===== src/rtl/vcc_pkg.sv =====
package vcc_pkg;
  localparam int unsigned FLAG_W = 3;
  typedef logic [FLAG_W-1:0] flags_t;

  localparam flags_t FLAG_LT = 3'b001;
  localparam flags_t FLAG_EQ = 3'b010;
  localparam flags_t FLAG_GT = 3'b100;

  typedef enum logic [2:0] {
    CC_FL = 3'd0, CC_LT = 3'd1, CC_EQ = 3'd2, CC_LE = 3'd3,
    CC_GT = 3'd4, CC_NE = 3'd5, CC_GE = 3'd6, CC_TR = 3'd7
  } cc_code_e;
endpackage


===== src/rtl/vcc_flag_encode.sv =====
module vcc_flag_encode
  import vcc_pkg::*;
#(
  parameter int unsigned NUM_COMP = 4
) (
  input  logic [NUM_COMP-1:0]              neg_i,
  input  logic [NUM_COMP-1:0]              zero_i,
  output logic [NUM_COMP-1:0][FLAG_W-1:0]  flags_o
);
  for (genvar k = 0; k < NUM_COMP; k++) begin : g_comp
    // zero dominates sign
    always_comb begin
      if (zero_i[k])     flags_o[k] = FLAG_EQ;
      else if (neg_i[k]) flags_o[k] = FLAG_LT;
      else               flags_o[k] = FLAG_GT;
    end
  end
endmodule


===== src/rtl/vcc_flag_reg.sv =====
module vcc_flag_reg
  import vcc_pkg::*;
#(
  parameter int unsigned NUM_COMP = 4
) (
  input  logic                             clk_i,
  input  logic                             rst_ni,
  input  logic                             load_i,
  input  logic [NUM_COMP-1:0][FLAG_W-1:0]  flags_d_i,
  output logic [NUM_COMP-1:0][FLAG_W-1:0]  flags_q_o
);
  always_ff @(posedge clk_i or negedge rst_ni) begin
    if (!rst_ni)     flags_q_o <= {NUM_COMP{FLAG_EQ}};
    else if (load_i) flags_q_o <= flags_d_i;
  end

  for (genvar k = 0; k < NUM_COMP; k++) begin : g_chk
    a_r1_onehot: assert property (@(posedge clk_i) disable iff (!rst_ni)
      $onehot(flags_q_o[k]));
  end

  a_r9_hold: assert property (@(posedge clk_i) disable iff (!rst_ni)
    !load_i |=> $stable(flags_q_o));
endmodule


===== src/rtl/vcc_swizzle.sv =====
module vcc_swizzle
  import vcc_pkg::*;
#(
  parameter int unsigned NUM_COMP = 4,
  localparam int unsigned SEL_W   = $clog2(NUM_COMP),
  localparam int unsigned SWZ_W   = NUM_COMP * SEL_W
) (
  input  logic [NUM_COMP-1:0][FLAG_W-1:0]  flags_i,
  input  logic [SWZ_W-1:0]                 swz_i,
  output logic [NUM_COMP-1:0][FLAG_W-1:0]  flags_o
);
  // component 0 (X) takes the most significant selector
  for (genvar k = 0; k < NUM_COMP; k++) begin : g_sel
    logic [SEL_W-1:0] sel;
    assign sel        = swz_i[SWZ_W-1-k*SEL_W -: SEL_W];
    assign flags_o[k] = flags_i[sel];
  end
endmodule


===== src/rtl/vcc_relate.sv =====
module vcc_relate
  import vcc_pkg::*;
#(
  parameter int unsigned NUM_COMP = 4
) (
  input  logic [FLAG_W-1:0]                code_i,
  input  logic [NUM_COMP-1:0][FLAG_W-1:0]  flags_i,
  output logic [NUM_COMP-1:0]              pass_o
);
  for (genvar k = 0; k < NUM_COMP; k++) begin : g_rel
    assign pass_o[k] = |(code_i & flags_i[k]);
  end
endmodule


===== src/rtl/vcc_gate.sv =====
module vcc_gate
  import vcc_pkg::*;
#(
  parameter int unsigned NUM_COMP = 4,
  localparam int unsigned SEL_W   = $clog2(NUM_COMP),
  localparam int unsigned SWZ_W   = NUM_COMP * SEL_W
) (
  input  logic                 clk_i,
  input  logic                 rst_ni,
  input  logic                 valid_i,
  input  logic [2:0]           cond_code_i,
  input  logic [SWZ_W-1:0]     cond_swz_i,
  input  logic                 test_en_i,
  input  logic                 update_en_i,
  input  logic [NUM_COMP-1:0]  wmask_i,
  input  logic [NUM_COMP-1:0]  res_neg_i,
  input  logic [NUM_COMP-1:0]  res_zero_i,
  output logic [NUM_COMP-1:0]  wen_o,
  output logic                 branch_pass_o
);
  logic [NUM_COMP-1:0][FLAG_W-1:0] flags_d, flags_q, flags_swz;
  logic [NUM_COMP-1:0]             pass;
  logic                            load;
  cc_code_e                        code;

  assign code = cc_code_e'(cond_code_i);
  assign load = valid_i & update_en_i;

  vcc_flag_encode #(.NUM_COMP(NUM_COMP)) u_enc (
    .neg_i(res_neg_i), .zero_i(res_zero_i), .flags_o(flags_d));

  vcc_flag_reg #(.NUM_COMP(NUM_COMP)) u_reg (
    .clk_i(clk_i), .rst_ni(rst_ni), .load_i(load),
    .flags_d_i(flags_d), .flags_q_o(flags_q));

  vcc_swizzle #(.NUM_COMP(NUM_COMP)) u_swz (
    .flags_i(flags_q), .swz_i(cond_swz_i), .flags_o(flags_swz));

  vcc_relate #(.NUM_COMP(NUM_COMP)) u_rel (
    .code_i(code), .flags_i(flags_swz), .pass_o(pass));

  // tests read the registered flags, so an update is seen one cycle later
  assign wen_o         = test_en_i ? (wmask_i & pass) : wmask_i;
  assign branch_pass_o = test_en_i ? pass[0] : 1'b1;

  a_r3_passthru: assert property (@(posedge clk_i) disable iff (!rst_ni)
    !test_en_i |-> (wen_o == wmask_i) && branch_pass_o);

  a_r6_subset: assert property (@(posedge clk_i) disable iff (!rst_ni)
    (wen_o & ~wmask_i) == '0);

  a_r4_never: assert property (@(posedge clk_i) disable iff (!rst_ni)
    test_en_i && (code == CC_FL) |-> (wen_o == '0) && !branch_pass_o);

  a_r4_always: assert property (@(posedge clk_i) disable iff (!rst_ni)
    (code == CC_TR) |-> (wen_o == wmask_i) && branch_pass_o);

  a_r1_zero_load: assert property (@(posedge clk_i) disable iff (!rst_ni)
    load && res_zero_i[0] |=> flags_q[0] == FLAG_EQ);

  a_r1_neg_load: assert property (@(posedge clk_i) disable iff (!rst_ni)
    load && res_neg_i[0] && !res_zero_i[0] |=> flags_q[0] == FLAG_LT);
endmodule


===== config.mk =====
export PLATFORM = sky130hd
export DESIGN_NAME = vcc_gate
export DESIGN_NICKNAME = d
export VERILOG_FILES = /design/src/rtl/vcc_pkg.sv /design/src/rtl/vcc_flag_encode.sv /design/src/rtl/vcc_flag_reg.sv /design/src/rtl/vcc_swizzle.sv /design/src/rtl/vcc_relate.sv /design/src/rtl/vcc_gate.sv
export SDC_FILE = /design/constraint.sdc
export NUM_CORES = 1
export LEC_CHECK = 0
export ABC_AREA = 1
export CORE_MARGIN = 5
export CORE_UTILIZATION = 50
export CTS_CLUSTER_DIAMETER = 40
export DETAILED_ROUTE_END_ITERATION = 12
export PLACE_DENSITY = 0.83
export SYNTH_ARGS = -nofsm -noshare
export SYNTH_HDL_FRONTEND = slang
export SYNTH_HIERARCHICAL = 1
export SYNTH_SLANG_ARGS = --single-unit

===== constraint.sdc =====
create_clock -name clk_i -period 2.9 [get_ports clk_i]
set_clock_uncertainty 0.1 [all_clocks]
set_input_delay 0.29 -clock clk_i [delete_from_list [all_inputs] [get_ports clk_i]]
set_output_delay 0.29 -clock clk_i [all_outputs]
set_load 0.005 [all_outputs]

==> impl_metrics.toml <==
[yosys]
yosysMostFrequentCell = "nand2_1"
synth.area.top_cells = "nand2_1 40%, dfrtp_1 18%, nand3_1 15%, dfstp_2 9.5%, inv_1 7.2%"
yosysTopAreaCell = "nand2_1"
synth_area_per_cell_um2 = 5.424
async_reset_ff_share_pct = 100.0
synth_adder_area_share_pct = 0
seq_area_frac_synth_pct = 27.73
synth_area_um2 = 1101
synth_cell_types = 11
synth_common_cells = "117 x nand2_1, 32 x nand3_1, 21 x inv_1"
yosys.area_share.simple_pct = 58.64
synthCells = 203
synth-edff-count = 0
synth_fp_nets = 231
yosys_warnings = 6
synthMuxAreaShare_pct = 0
synth_top_area_share_pct = 39.89
synth_top_family_by_area = "simple AND/OR/NAND/NOR gates"
ys_seq_elements = 12
ys.flop_type = "dfrtp_1"
synth_compound_area_share_pct = 0
synth_xor_area_share_pct = 0

[drt]
antenna_left = 0
avgViaCountPerCell = 5.015
firstDrtPassIters = 4
remaining_drc_errors = 0
routedWlPerCell_um = 11.73
wirelength_um = 3049
dr_total_vias = 1304
drt-initial-drc-count = 45

[worst_setup_path]
r2r-start = "u_reg/flags_q_o[7]"
cp-end-kind = "primary output"
crit_arrival_ps = 1970
worst_ep_required_time_ps = 2510
r2r.worst_path.cells = 2
crit_path_start_kind = "primary input"
crit_path_max_fanout = 7
rrSetupSlack_ps = 2090
worstSetupPathType = "primary input to primary output"
worstReg2RegEnd = "u_reg/flags_q_o[7]"

[timing]
finalCritPeriodShare_pct = 81.45
relSlewSlack_pct = 66.10
hold_violations = 0
worst_slack_ps = 538.0
setup_viol = 0
rsz0062_at_grt = "false"
fin_crit_ps = 2362
clock.fmax_ghz = 0.4234
tns_ps = 0
worstMarginPinSlew_ps = 506.9
slew_viol_final = 0

[layout]
num-fill-cells = 213
largest_register_ffs = 12
regMostFlops = "u_reg/flags_q_o"
area_growth_pct = 29.89
largestRegisters = "u_reg/flags_q_o x12"
antenna_cells = 0
final_nets = 262
drive_gt1_share_pct = 7.328

[placement]
place_hpwl_um = 2454
gp_congestion = 1.002
portBuffers = 32
pre_cts_slack_ps = 541.9

[die]
rows = 17
die_h_um = 56.93
io_pins = 33
start_util_pct = 51.25
placeableCoreArea_um2 = 2148
die-area_um2 = 3240
fp.dieW_um = 56.93

[global_route]
gr-usage-all-layers_pct = 19.45
grt_max_degree = 14
grt_pass1_vias = 1225
grt_pass1_wl_um = 5216
grt_overflow = 0
antenna_found_initial = 0

[worst_hold_path]
hold_class = "primary input to async pin"

[power]
ir_drop_uv = 252.2
power_uw = 502.0
leakage_uw = 0.0008299
p_per_area_nw_per_um2 = 351.0

[clock_network]
clock_latency_ps = 260
cts_inserted_buffers = 3
post_cts_resized = 0
ctsHtreeMaxLevel = 1
clockBufferDepth = 2
cts_tree = "yes"
hold_buffers = 0
cts_setup_buffers = 0
clock_sink_count = 12
ctsRootBufferMaster = "clkbuf_4"
path_clk_slew_ps = 70

[status]
status = "finished, final reports clean"

[flow_run]
drv_cap = 0
==> worst max path at each step <==
stage	start	slack (ps)	cells past startpoint	to
after detailed placement	cond_swz_i[6]	540	10	wen_o[0]
after global placement	cond_swz_i[6]	590	10	wen_o[0]
after floorplan	u_reg/flags_q_o[10]	1520	8	wen_o[0]
final	cond_swz_i[6]	540	10	wen_o[0]
after global routing	cond_swz_i[6]	390	10	wen_o[0]
after CTS	cond_swz_i[6]	540	10	wen_o[0]
==> area by class of cell <==
cell class                 instances  area [um2]  share of cell area, %
multi-input combinational        158       645.6                  45.14
timing repair buffer              32       320.3                  22.40
sequential                        12       305.3                  21.35
inverter                          27       101.3                  7.087
tap                               28       35.03                  2.450
clock buffer                       3       22.52                  1.575
==> where the power goes <==
group / internal (uW) / switching [uW]
sequential: 191 / 8.94
combinational: 89.2 / 115
clock: 47.9 / 49.7
==> worst max-delay path: stages <==
cell,delay (ps)
clkdlybuf4s50_1,590
inv_2,100
nand2_1,70
nand3_1,60
nand2_1,70
nand2_1,50
nand3_1,100
nand3_1,80
nand2_1,70
clkdlybuf4s50_1,490
==> metrics by stage <==
step	area, um2	utilization [%]	hold WS [ps]	cells
after floorplan	1101	-	-105.6	203
after global placement	1408	65.52	351.8	257
after detailed placement	1408	65.52	355.1	257
after CTS	1430	66.57	276.4	260
after global routing	1430	66.57	315.9	260
final	1430	66.57	263.0	260
==> layer usage <==
layer	share of wire (%)	up-vias	wire length, um	GRT usage, %
met2	49	65	1502	35.07
met5	0	-	0	0
met3	7.5	8	228	2.989
li1	-	672	-	-
met1	42	559	1278	21.79
met4	1.3	0	39	9.934
==> layout by cell type (no fill, tap or decap) <==
master / n
clkbuf_4: 3
clkdlybuf4s50_1: 32
dfrtp_1: 8
dfstp_2: 4
inv_1: 21
inv_2: 6
nand2_1: 117
nand3_1: 32
nor2_1: 4
nor2_2: 4
or2_1: 1
==> cell families after synthesis <==
logic type	Yosys count
buffers and inverters	33
and+or+nand+nor	158
DFF	12
No activity file was read; power rests on OpenSTA's default activity.
